[src/rtl/bbsel_pkg.sv]
package bbsel_pkg;

    localparam int BIAS_W = 3;

    typedef enum logic [1:0] {
        LVL_ZERO = 2'd0,
        LVL_FWD  = 2'd1,
        LVL_REV  = 2'd2
    } bias_lvl_t;

    typedef enum logic [1:0] {
        ST_IDLE   = 2'd0,
        ST_SETTLE = 2'd1,
        ST_SAMPLE = 2'd2
    } seq_st_t;

    typedef struct packed {
        logic hi;
        logic lo;
    } cmp_pair_t;

    typedef struct packed {
        bias_lvl_t lvl;
        logic      bad;
    } verdict_t;

    // Classify the two majority bits into a bias level
    function automatic verdict_t judge(cmp_pair_t m);
        verdict_t v;
        v.bad = m.hi & ~m.lo;
        if (m.hi)       v.lvl = LVL_REV;
        else if (!m.lo) v.lvl = LVL_FWD;
        else            v.lvl = LVL_ZERO;
        return v;
    endfunction

    // bit0 forward, bit1 zero, bit2 reverse
    function automatic logic [BIAS_W-1:0] to_onehot(bias_lvl_t l);
        case (l)
            LVL_FWD: return 3'b001;
            LVL_REV: return 3'b100;
            default: return 3'b010;
        endcase
    endfunction

endpackage

[src/rtl/bb_sync.sv]
module bb_sync #(
    parameter int WIDTH  = 2,
    parameter int STAGES = 2
) (
    input  logic             clk,
    input  logic             rst,
    input  logic [WIDTH-1:0] d,
    output logic [WIDTH-1:0] q
);
    generate
        for (genvar i = 0; i < WIDTH; i++) begin : g_bit
            logic [STAGES-1:0] chain;
            always_ff @(posedge clk) begin
                if (rst) chain <= '0;
                else     chain <= {chain[STAGES-2:0], d[i]};
            end
            assign q[i] = chain[STAGES-1];
        end
    endgenerate
endmodule

[src/rtl/bb_tally.sv]
module bb_tally #(
    parameter int CH    = 2,
    parameter int CNT_W = 4
) (
    input  logic                      clk,
    input  logic                      rst,
    input  logic                      clr,
    input  logic                      en,
    input  logic [CH-1:0]             bits,
    output logic [CH-1:0][CNT_W-1:0]  cnt
);
    generate
        for (genvar i = 0; i < CH; i++) begin : g_ch
            logic [CNT_W-1:0] c_q;
            always_ff @(posedge clk) begin
                if (rst || clr)       c_q <= '0;
                else if (en && bits[i]) c_q <= c_q + CNT_W'(1);
            end
            assign cnt[i] = c_q;
        end
    endgenerate
endmodule

[src/rtl/bb_seq.sv]
module bb_seq
    import bbsel_pkg::*;
#(
    parameter int SETTLE_W = 8,
    parameter int VOTE_W   = 4
) (
    input  logic                clk,
    input  logic                rst,
    input  logic                cal_req,
    input  logic [SETTLE_W-1:0] cfg_settle,
    input  logic [VOTE_W-1:0]   cfg_votes,
    output logic                accept,
    output logic                sampling,
    output logic                last,
    output logic                bypass,
    output logic [VOTE_W-1:0]   n_votes
);
    seq_st_t             st;
    logic [SETTLE_W-1:0] settle_cnt;
    logic [VOTE_W-1:0]   idx;

    assign accept   = (st == ST_IDLE) && cal_req;
    assign sampling = (st == ST_SAMPLE);
    assign last     = sampling && (idx == n_votes - VOTE_W'(1));
    assign bypass   = (st != ST_IDLE);

    always_ff @(posedge clk) begin
        if (rst) begin
            st         <= ST_IDLE;
            settle_cnt <= '0;
            idx        <= '0;
            n_votes    <= VOTE_W'(1);
        end else begin
            case (st)
                ST_IDLE: if (cal_req) begin
                    st         <= ST_SETTLE;
                    settle_cnt <= cfg_settle;
                    n_votes    <= cfg_votes | VOTE_W'(1);
                end
                ST_SETTLE: begin
                    if (settle_cnt == '0) begin
                        st  <= ST_SAMPLE;
                        idx <= '0;
                    end else begin
                        settle_cnt <= settle_cnt - SETTLE_W'(1);
                    end
                end
                ST_SAMPLE: begin
                    if (last) st  <= ST_IDLE;
                    else      idx <= idx + VOTE_W'(1);
                end
                default: st <= ST_IDLE;
            endcase
        end
    end

    assert_idx_bound_R5: assert property (@(posedge clk) disable iff (rst)
        sampling |-> (idx < n_votes));

    assert_settle_countdown_R3: assert property (@(posedge clk) disable iff (rst)
        (st == ST_SETTLE && settle_cnt != '0) |=>
            (st == ST_SETTLE && settle_cnt == $past(settle_cnt) - SETTLE_W'(1)));

    assert_busy_ignore_R9: assert property (@(posedge clk) disable iff (rst)
        (st == ST_SAMPLE && !last) |=> (st == ST_SAMPLE));
endmodule

[src/rtl/leak_bias_ctrl.sv]
module leak_bias_ctrl
    import bbsel_pkg::*;
#(
    parameter int SETTLE_W = 8,
    parameter int VOTE_W   = 4
) (
    input  logic                clk,
    input  logic                rst,
    input  logic                cal_req,
    input  logic [SETTLE_W-1:0] cfg_settle,
    input  logic [VOTE_W-1:0]   cfg_votes,
    input  logic                cmp_lo,
    input  logic                cmp_hi,
    output logic                bypass_en,
    output logic [2:0]          bias_sel,
    output logic                cal_done,
    output logic                cal_err
);
    localparam int CH = 2;

    cmp_pair_t                    raw_pair, syn_pair, maj_pair;
    logic [CH-1:0][VOTE_W-1:0]    tally;
    logic                         accept, sampling, last;
    logic [VOTE_W-1:0]            n_votes;
    verdict_t                     verdict;
    logic [BIAS_W-1:0]            bias_q;
    logic                         done_q, err_q;

    assign raw_pair.lo = cmp_lo;
    assign raw_pair.hi = cmp_hi;

    bb_sync #(.WIDTH(CH), .STAGES(2)) u_sync (
        .clk (clk), .rst (rst), .d (raw_pair), .q (syn_pair)
    );

    bb_seq #(.SETTLE_W(SETTLE_W), .VOTE_W(VOTE_W)) u_seq (
        .clk        (clk),
        .rst        (rst),
        .cal_req    (cal_req),
        .cfg_settle (cfg_settle),
        .cfg_votes  (cfg_votes),
        .accept     (accept),
        .sampling   (sampling),
        .last       (last),
        .bypass     (bypass_en),
        .n_votes    (n_votes)
    );

    bb_tally #(.CH(CH), .CNT_W(VOTE_W)) u_tally (
        .clk  (clk),
        .rst  (rst),
        .clr  (accept),
        .en   (sampling),
        .bits (syn_pair),
        .cnt  (tally)
    );

    // strict majority including the sample taken this cycle
    function automatic logic majority(logic [VOTE_W-1:0] c, logic b, logic [VOTE_W-1:0] n);
        return (2 * (int'(c) + int'(b))) > int'(n);
    endfunction

    assign maj_pair.lo = majority(tally[0], syn_pair.lo, n_votes);
    assign maj_pair.hi = majority(tally[1], syn_pair.hi, n_votes);
    assign verdict     = judge(maj_pair);

    always_ff @(posedge clk) begin
        if (rst) begin
            bias_q <= to_onehot(LVL_ZERO);
            done_q <= 1'b0;
            err_q  <= 1'b0;
        end else begin
            done_q <= last;
            if (last) begin
                err_q <= verdict.bad;
                if (!verdict.bad) bias_q <= to_onehot(verdict.lvl);
            end
        end
    end

    assign bias_sel = bias_q;
    assign cal_done = done_q;
    assign cal_err  = err_q;

    assert_bias_onehot_R10: assert property (@(posedge clk) disable iff (rst)
        $countones(bias_sel) == 1);

    assert_bias_hold_R8: assert property (@(posedge clk) disable iff (rst)
        !cal_done |-> $stable(bias_sel));

    assert_done_pulse_R8: assert property (@(posedge clk) disable iff (rst)
        cal_done |=> !cal_done);

    assert_bypass_open_at_done_R2: assert property (@(posedge clk) disable iff (rst)
        cal_done |-> !bypass_en);

    assert_err_with_done_R7: assert property (@(posedge clk) disable iff (rst)
        $rose(cal_err) |-> cal_done);
endmodule

[config.mk]
export PLATFORM = sky130hd
export DESIGN_NAME = leak_bias_ctrl
export DESIGN_NICKNAME = d
export VERILOG_FILES = /design/src/rtl/bbsel_pkg.sv /design/src/rtl/bb_sync.sv /design/src/rtl/bb_tally.sv /design/src/rtl/bb_seq.sv /design/src/rtl/leak_bias_ctrl.sv
export SDC_FILE = /design/constraint.sdc
export NUM_CORES = 1
export LEC_CHECK = 0
export BUFFER_PORTS_ARGS = -buffer_cell sky130_fd_sc_hd__buf_4
export CAP_MARGIN = 20
export CORE_MARGIN = 2
export CORE_UTILIZATION = 59
export CTS_BUF_LIST = sky130_fd_sc_hd__clkbuf_8
export CTS_CLUSTER_DIAMETER = 30
export DETAILED_ROUTE_END_ITERATION = 8
export PLACE_DENSITY = 0.81
export SLEW_MARGIN = 25
export SYNTH_ARGS = -nofsm -noshare
export SYNTH_HDL_FRONTEND = slang
export SYNTH_SLANG_ARGS = --single-unit
[constraint.sdc]
create_clock -name clk -period 2.69 [get_ports clk]
set_input_delay 0.538 -clock clk [delete_from_list [all_inputs] [get_ports clk]]
set_output_delay 0.538 -clock clk [all_outputs]
set_load 0.01 [all_outputs]
==> flow_summary.ini, run 1 <==
[sta]
fin_setup_tns_ns = 0
finalHoldViolations = 0
setup_viol = 0
maxSlewViolCount = 0
rsz0062_at_grt = no
timing.fmax_mhz = 449
relSlewSlack_pct = 44.3
fin_crit_ns = 2.23
worstMarginPinSlew_ns = 0.832
finalClockSkew_ns = 0.00116
post-route-period-util_pct = 82.7

[setup_path]
ff2ff_setup_slack_ns = 0.46
end_kind = flip-flop
worst-path-max-fanout = 4
crit_type = flip-flop to flip-flop
rr_worst_depth = 9
critical_path_required_ns = 2.90
start_kind = flip-flop
worstPathArrival_ns = 2.44
timing.rr.end = bias_sel[0]
r2r-start = u_tally.g_ch[1].c_q[0]

[route]
wl_per_cell_um = 14.8
first_pass_iters = 4
final_antenna_net_count = 0
drc = 0
vias_per_cell = 6.06
routed_wl_um = 3890
drt-initial-drc-count = 45
dr_total_vias = 1593

[grt]
antenna_found_initial = 0
grt_max_degree = 30
overflow = 0
grt_pass1_vias = 1574
grt_pass1_wl_um = 6730
gr-usage-all-layers_pct = 25.5

[min_path]
hold_path_end = u_sync.g_bit[1].chain[1]
hold_start = u_sync.g_bit[1].chain[0]
worstHoldPathCells = 1
hold_class = flip-flop to flip-flop

[cts]
ctsHoldBuffers = 0
postCtsSetupRepairBufs = 0
clk_latency_ns = 0.29
cts.htree.levels = 2
cts_tree = done
cts_root_buf = clkbuf_8
postCtsResizedCells = 0
cts_made_buffers = 5
clockBufferDepth = 2
cts.clk_slew.worst_paths_ns = 0.07
clock_sinks = 34

[logic_synthesis]
synthCells = 209
syn_avg_cell_area_um2 = 8.66
synth_nets = 239
ys_seq_elements = 34
synth_area_um2 = 1810
synth_warnings = 0
ys_types = 45
yosys.area.top_type = dfxtp_1
seq_area_frac_synth_pct = 37.6
synth_area_leaders = dfxtp_1, ha_1, a21oi_1
synth.top_cell.area_share_pct = 37.6

[die]
die_h_um = 59.4
start_util_pct = 60.8
die_area_um2 = 3530
die_w_um = 59.4
ios = 23
core_um2 = 2980
rows = 20

[place]
port_buffers = 21
place_hpwl_um = 2900
gp_congestion = 0.822
dpl-instance-area_um2 = 1970

[power]
p_comb_share_pct = 27.1
ir_worst_vdd_v = 0.000418
p_leak_uw = 0.000840
p_per_area_nw_per_um2 = 654
p_int_uw = 898
switching_share_pct = 33.3
finalPower_uw = 1350
pwr-share-clk_pct = 28.5
p_seq_share_pct = 44.4
p_switching_uw = 449

[finish]
fin_util_pct = 69.2
multi_input_area_um2 = 1070
stdcell_area_um2 = 2060
area_growth_pct = 13.8
diodes = 0
final_common_cell = dfxtp_1
regArea_um2 = 681
layout.nets = 259
drive_gt1_share_pct = 16.1
layout_common_cells = dfxtp_1, a21oi_1, buf_4
fillers = 252

[flow_run]
max_cap_viol_count = 0

[status]
outcome = finished clean
-- flip-flops by register name, indices dropped and copies added (netlist names) --
signal	count
u_seq.settle_cnt	8
u_seq.st	2
u_tally.g_ch.c_q	8
cal_err	1
u_sync.g_bit.chain	4
u_seq.idx	4
bias_sel	3
cal_done	1
u_seq.n_votes	3
-- through the flow --
stage,worst slack [ns],instances,hold WS (ns)
6_report,0.465,263,0.436
3_5_place_dp,0.519,255,0.425
4_1_cts,0.490,263,0.438
3_3_place_gp,0.568,255,0.420
2_1_floorplan,0.704,209,0.414
5_1_grt,0.325,263,0.464
-- Yosys cell counts, drive strengths merged --
| cell type | count |
|---|---|
| nor3b | 3 |
| mux2i | 1 |
| nor3 | 7 |
| nand4 | 2 |
| a221oi | 1 |
| a211oi | 5 |
| o31ai | 1 |
| a22oi | 1 |
| a31oi | 3 |
| o21a | 1 |
| and4b | 2 |
| nor2b | 6 |
| o21ba | 1 |
| or3b | 1 |
| or2 | 1 |
| a211o | 1 |
| nor2 | 17 |
| and4 | 1 |
| and3 | 1 |
| inv | 6 |
| xnor2 | 4 |
| clkbuf | 4 |
| dfxtp | 34 |
| nand3 | 13 |
| xor2 | 7 |
| buf | 4 |
| nand3b | 3 |
| nand2b | 4 |
| or3 | 2 |
| a32oi | 2 |
| ha | 13 |
| o21ai | 9 |
| nand2 | 21 |
| and2 | 2 |
| a21oi | 22 |
| nand4b | 2 |
| nor4 | 1 |
-- per-layer routing --
layer | share of wire (%) | wire (um) | vias to the layer above | GRT usage, %
li1 | - | - | 785 | -
met1 | 44 | 1690 | 764 | 29.2
met2 | 51 | 1980 | 33 | 44.6
met3 | 3.8 | 149 | 11 | 4.80
met4 | 1.9 | 73 | 0 | 13.3
met5 | 0 | 0 | - | 0
-- logic make-up after synthesis --
| kind of cell | count (synthesis) | share of synthesized area, % |
|---|---|---|
| flops | 34 | 37.6 |
| mux | 1 | 0.553 |
| compound gates | 47 | 16.3 |
| simple gates | 89 | 27.7 |
| fa+ha+maj | 13 | 8.99 |
| xor+xnor | 11 | 5.32 |
| buf+inv | 14 | 3.46 |
-- worst max-delay path, stage by stage, from the launching register on --
cell and delay, ns:
dfxtp_1 0.41, ha_1 0.21, ha_1 0.17, xor2_1 0.16
ha_1 0.26, and4b_1 0.19, a211oi_1 0.30, and2_1 0.22
a21oi_1 0.08, nor3_1 0.14
-- layout make-up --
class | count | area share, %
repair buffers | 21 | 7.65
clock buffers | 6 | 4.01
multi-input cells | 161 | 51.8
clock inverters | 2 | 0.425
inverters | 6 | 1.09
well taps | 33 | 2.00
flip-flops and latches | 34 | 33.0
-- worst max path at each step --
stage | from | endpoint | slack (ns) | cells after the start
6_report | u_tally.g_ch[1].c_q[0] | bias_sel[0] | 0.46 | 9
4_1_cts | u_tally.g_ch[1].c_q[0] | bias_sel[0] | 0.49 | 9
5_1_grt | u_tally.g_ch[1].c_q[0] | bias_sel[0] | 0.32 | 9
3_5_place_dp | u_sync.g_bit[1].chain[1] | bias_sel[0] | 0.52 | 9
3_3_place_gp | u_sync.g_bit[1].chain[1] | bias_sel[0] | 0.57 | 9
2_1_floorplan | u_sync.g_bit[1].chain[1] | bias_sel[0] | 0.70 | 9
-- power by group through the flow --
stage	Clock [uW]	Sequential [uW]	Combinational [uW]
2_1_floorplan	0	593	287
6_report	383	599	365
4_1_cts	392	597	361
3_5_place_dp	0	608	360
3_3_place_gp	0	606	344
5_1_grt	407	604	406
Power figures use the tool's default switching activity.
==> inputs of run 2 (changes only) <==
--- a/config.mk
+++ b/config.mk
@@ -5,14 +5,15 @@
 export SDC_FILE = /design/constraint.sdc
 export NUM_CORES = 1
 export LEC_CHECK = 0
+export ABC_AREA = 1
 export BUFFER_PORTS_ARGS = -buffer_cell sky130_fd_sc_hd__buf_4
 export CAP_MARGIN = 20
 export CORE_MARGIN = 2
-export CORE_UTILIZATION = 59
+export CORE_UTILIZATION = 54
 export CTS_BUF_LIST = sky130_fd_sc_hd__clkbuf_8
 export CTS_CLUSTER_DIAMETER = 30
 export DETAILED_ROUTE_END_ITERATION = 8
-export PLACE_DENSITY = 0.81
+export PLACE_DENSITY = 0.78
 export SLEW_MARGIN = 25
 export SYNTH_ARGS = -nofsm -noshare
 export SYNTH_HDL_FRONTEND = slang
==> constraint.sdc (replaced) <==
create_clock -name clk -period 1.9 [get_ports clk]
set_input_delay 0.38 -clock clk [delete_from_list [all_inputs] [get_ports clk]]
set_output_delay 0.38 -clock clk [all_outputs]
set_load 0.01 [all_outputs]
==> run 2 against run 1 <==
Net effect: power is 32% higher; worst hold slack got worse by 0.15 ns; die area increased by 16%; flip-flop and latch count unchanged; sequential share of layout area shrank 2.9 points; cell area rose by 10%; critical path depth unchanged; highest routed layer unchanged.
==> flow_summary.ini, run 2 <==
[sta]
maxSlewViolCount = 0
fin_crit_ns = 1.77
post-route-period-util_pct = 93.0
relSlewSlack_pct = 67.1
finalHoldViolations = 0
worstMarginPinSlew_ns = 0.493
finalClockSkew_ns = 0.00843
timing.fmax_mhz = 566
setup_ws_ns = 0.133
fin_setup_tns_ns = 0
setup_viol = 0

[finish]
stdcell_count = 336
regArea_um2 = 684
reg_top3 = u_seq.settle_cnt: 8 flops, u_tally.g_ch.c_q: 8 flops
fin_util_pct = 67.0
multi_input_area_um2 = 1120
diodes = 0
final_common_cell = nand2_1
layout_common_cells = nand2_1, dfxtp_1, inv_1
area_growth_pct = 17.5
drive_gt1_share_pct = 25.9
fillers = 266
layout.nets = 319

[setup_path]
end_kind = flip-flop
cp_num_cells = 9
timing.rr.end = cal_err
critical_path_required_ns = 2.08
cp_common_cell = ha_4
cp_cell_sequence = ha_4, ha_4, xor2_1, ha_1, a21boi_1, nor2_2, nand2_1, o21ai_1, nor2_1
critPathBufInv = 0
worst-path-max-fanout = 3
cp-endpoint = cal_err
cpMaxStageDelayCell = dfxtp_2
start_kind = flip-flop
max_stage_delay_ns = 0.34
crit_type = flip-flop to flip-flop
rr_worst_depth = 9
r2r-start = u_sync.g_bit[1].chain[1]
worstPathArrival_ns = 1.95
ff2ff_setup_slack_ns = 0.13
startpoint = u_sync.g_bit[1].chain[1]
critical_path.top_delay_family = adder cells

[route]
vias_per_cell = 4.94
wl_per_cell_um = 10.8
drc = 0
first_pass_iters = 4
drt-initial-drc-count = 112
dr_total_vias = 1659
final_antenna_net_count = 0
routed_wl_um = 3640

[logic_synthesis]
ys.flop_type = dfxtp_1
yosys.area.top_type = dfxtp_1
seq_area_frac_synth_pct = 35.2
synth_nets = 291
synth_edf_count = 0
synth.top_cell.area_share_pct = 35.2
synth_area_um2 = 1930
syn_avg_cell_area_um2 = 7.41
yosys.cell_count.top_type = nand2_1
synthCells = 261
async_flop_share_pct = 0
synth_area_leaders = dfxtp_1, nand2_1, ha_1
synth_warnings = 0
ys_types = 32
ys_seq_elements = 34
synth_commonest_cells = nand2_1, dfxtp_1, nor2_1, inv_1, a21oi_1

[cts]
clockBufferDepth = 2
cts_root_buf = clkbuf_8
cts_tree = done
cts_made_buffers = 5
clk_latency_ns = 0.29
clock_sinks = 34
cts.clk_slew.worst_paths_ns = 0.07
ctsHoldBuffers = 0
cts.htree.levels = 2

[die]
die_area_um2 = 4080
die_w_um = 63.9
ios = 23
start_util_pct = 57.1
die_h_um = 63.9
core_um2 = 3390
rows = 21

[grt]
grt_max_degree = 15
grt_pass1_wl_um = 6510
overflow = 0
gr-usage-all-layers_pct = 20.5
antenna_found_initial = 0
grt_pass1_vias = 1528

[place]
place_ws_ns = 0.0164
gp_congestion = 0.828
dpl.cell_count = 326
port_buffers = 21
place_hpwl_um = 2660

[power]
ir_worst_vdd_v = 0.000457
p_int_uw = 1220
switching_share_pct = 31.7
finalPower_uw = 1780
p_switching_uw = 563
p_seq_share_pct = 45.8
p_leak_uw = 0.00102
pwr-share-clk_pct = 30.6
p_comb_share_pct = 23.7
p_per_area_nw_per_um2 = 783

[status]
outcome = finished clean

[min_path]
hold_class = input pin to flip-flop

[flow_run]
max_cap_viol_count = 0
run 2: cell types whose count changed in the layout (fill, tap and decap cells not counted), moves of 6 or more:
| cell | change |
|---|---|
| inv_2 | +6 |
| o21ai_0 | +6 |
| nand2_1 | +32 |
| o21ai_2 | +6 |
| nand2_2 | +6 |
| inv_1 | +21 |
| nor2_1 | +10 |
run 2: worst min path at each step:
stage	endpoint	from	cells past startpoint	slack, ns
global route	u_sync.g_bit[0].chain[0]	cmp_lo	3	0.29
CTS	u_sync.g_bit[0].chain[0]	cmp_lo	3	0.29
detailed placement	u_sync.g_bit[0].chain[1]	u_sync.g_bit[0].chain[0]	2	0.39
finish	u_sync.g_bit[0].chain[0]	cmp_lo	3	0.29
floorplan	u_sync.g_bit[0].chain[1]	u_sync.g_bit[0].chain[0]	2	0.39
global placement	u_sync.g_bit[0].chain[1]	u_sync.g_bit[0].chain[0]	2	0.39
run 2: metal layers:
metal	wire length, um	global-route usage [%]	up-vias
li1	-	-	889
met1	1730	25.0	730
met2	1670	32.8	32
met3	150	6.34	8
met4	88	9.78	0
met5	0	0	-
run 2: logic make-up after synthesis:
kind of cell	share of synthesized area (%)
AOI/OAI and AO/OA	14.7
buffers and inverters	8.93
xor gates and xnor gates	4.08
adders and majority gates	8.41
muxes	0.517
and+or+nand+nor	28.1
DFF	35.2
run 2: final cells by class:
| type | count | share of cell area [%] |
|---|---|---|
| clock buffer | 6 | 3.63 |
| clock inverter | 2 | 0.385 |
| inverter | 35 | 5.84 |
| multi-input combinational | 188 | 49.2 |
| sequential | 34 | 30.1 |
| tap | 46 | 2.53 |
| timing repair buffer | 25 | 8.26 |
run 2: repair_timing:
action / in CTS / in global routing
pin swaps: 1 / 6
resized for setup: 0 / 11
setup endpoints to repair: 1 / 4
buffers inserted: 0 / 2
run 2: power by group through the flow:
stage                     Sequential [uW]  Combinational [uW]  Clock, uW
after global placement                827                 413          0
final                                 814                 422        544
after CTS                             814                 423        566
after detailed placement              829                 421          0
after floorplan                       819                 349          0
after global routing                  821                 489        605
run 2: worst register-to-register path: cells and delay by family, from the launching register on:
family	cells	cell delay [ns]
fa+ha+maj	3	0.62
compound gates	2	0.23
flops	1	0.34
xor+xnor	1	0.14
simple gates	3	0.34
run 2: per-stage QoR:
stage / hold slack [ns] / area (um2)
final: 0.288 / 2270
after global placement: 0.395 / 2120
after floorplan: 0.388 / 1930
after CTS: 0.286 / 2220
after global routing: 0.294 / 2270
after detailed placement: 0.394 / 2120
==> inputs of run 3 (changes only) <==
--- a/config.mk
+++ b/config.mk
@@ -5,7 +5,7 @@
 export SDC_FILE = /design/constraint.sdc
 export NUM_CORES = 1
 export LEC_CHECK = 0
-export ABC_AREA = 1
+export ABC_AREA = 0
 export BUFFER_PORTS_ARGS = -buffer_cell sky130_fd_sc_hd__buf_4
 export CAP_MARGIN = 20
 export CORE_MARGIN = 2
==> run 3 against run 2 <==
Net effect: the run now ends with setup timing left; global-route usage up 0.73 points; register-to-register slack worse by 0.20 ns; clock skew down 0.00077 ns; critical endpoint is now bias_sel[0]; largest power group unchanged.
==> flow_summary.ini, run 3 (same netlist as run 1, synthesis figures left out) <==
[sta]
setup_ws_ns = -0.0625
finalClockSkew_ns = 0.00766
relSlewSlack_pct = 68.2
timing.fmax_mhz = 510
setup_viol = 3
fin_setup_tns_ns = -0.0751
fin_crit_ns = 1.96
finalHoldViolations = 0
maxSlewViolCount = 0
post-route-period-util_pct = 103
rsz0062_at_grt = yes
worstMarginPinSlew_ns = 0.473

[finish]
fin_util_pct = 68.2
layout_common_cells = buf_4, dfxtp_1, a21oi_1
drive_gt1_share_pct = 25.5
final_common_cell = buf_4
stdcell_area_um2 = 2240
layout.nets = 272
area_growth_pct = 23.9
reg_top3 = u_seq.settle_cnt: 8 flops, u_tally.g_ch.c_q: 8 flops
diodes = 0
regArea_um2 = 684
fillers = 277
multi_input_area_um2 = 1110

[cts]
clk_latency_ns = 0.28
clock_sinks = 34
clockBufferDepth = 2
cts_made_buffers = 5
cts_tree = done
cts.htree.levels = 2
cts_root_buf = clkbuf_8
ctsHoldBuffers = 0
cts.clk_slew.worst_paths_ns = 0.07

[grt]
grtUsageMet2_pct = 34.6
grt_pass1_wl_um = 6000
grt_use_met1_pct = 28.3
overflow = 0
antenna_found_initial = 0
grt_pass1_vias = 1359
use_met3_pct = 4.35
gr-usage-all-layers_pct = 21.3
grt_max_degree = 30
top_usage_layer = met2

[die]
core_um2 = 3280
start_util_pct = 55.1
rows = 21
die_area_um2 = 3830
die_h_um = 61.9
die_w_um = 61.9
ios = 23

[place]
gp_congestion = 0.786
port_buffers = 21
dpl-instance-area_um2 = 2080
place_hpwl_um = 2770
place_ws_ns = -0.0963

[setup_path]
worstPathArrival_ns = 2.17
rr_worst_depth = 9
r2r-start = u_sync.g_bit[1].chain[1]
end_kind = flip-flop
ff2ff_setup_slack_ns = -0.06
timing.rr.end = bias_sel[0]
critical_path_required_ns = 2.10
startpoint = u_sync.g_bit[1].chain[1]
crit_type = flip-flop to flip-flop
start_kind = flip-flop
cp-endpoint = bias_sel[0]
worst-path-max-fanout = 3

[status]
outcome = finished with violations
violations = setup timing

[power]
p_leak_uw = 0.000911
finalPower_uw = 2020
ir_worst_vdd_v = 0.000641
p_per_area_nw_per_um2 = 902

[route]
final_antenna_net_count = 0
drt-initial-drc-count = 65
routed_wl_um = 3750
first_pass_iters = 5
drc = 0
wl_per_cell_um = 13.0
vias_per_cell = 5.38
dr_total_vias = 1555

[min_path]
worstHoldPathCells = 2
hold_class = input pin to flip-flop

[flow_run]
max_cap_viol_count = 0
run 3: per-layer routing:
layer / share of wire, % / routed length, um
met3: 3.5 / 132
met2: 46 / 1720
met1: 50 / 1860
met5: 0 / 0
met4: 0.88 / 33
run 3: final cells by class:
class                      count  share of cell area (%)
clock inverter                 3                    1.79
tap                           46                    2.57
multi-input combinational    161                    49.6
clock buffer                   5                    3.07
sequential                    34                    30.5
timing repair buffer          34                    11.4
inverter                       6                    1.01
run 3: per-stage QoR:
stage	hold slack [ns]	cells
final	0.314	289
after global routing	0.343	289
after CTS	0.308	287
after detailed placement	0.437	279
after global placement	0.422	279
after floorplan	0.414	209
run 3: how the worst min path moves through the flow:
stage	start	end	slack (ns)
after floorplan	u_sync.g_bit[0].chain[0]	u_sync.g_bit[0].chain[1]	0.41
after global placement	u_sync.g_bit[0].chain[0]	u_sync.g_bit[0].chain[1]	0.42
after detailed placement	u_sync.g_bit[0].chain[0]	u_sync.g_bit[0].chain[1]	0.44
after CTS	cmp_lo	u_sync.g_bit[0].chain[0]	0.31
after global routing	cmp_hi	u_sync.g_bit[1].chain[0]	0.34
final	cmp_hi	u_sync.g_bit[1].chain[0]	0.31
run 3: power by group:
| group | internal, uW | leakage (uW) | switching [uW] |
|---|---|---|---|
| registers | 772 | 0.000279 | 73.0 |
| logic | 237 | 0.000575 | 299 |
| clock network | 386 | 0.0000579 | 255 |
run 3: repair_timing:
| item | in CTS | in global routing |
|---|---|---|
| cloned | 0 | 0 |
| pin swaps | 0 | 3 |
| resized for setup | 10 | 1 |
| setup endpoints to repair | 4 | 4 |
| buffers inserted | 0 | 2 |
run 3: critical path: stages (launching register included):
cell,delay [ns]
dfxtp_2,0.34
ha_4,0.17
ha_4,0.15
xor2_1,0.14
ha_1,0.31
and4b_1,0.19
a211oi_2,0.21
and2_4,0.20
a21oi_2,0.05
nor3_1,0.13
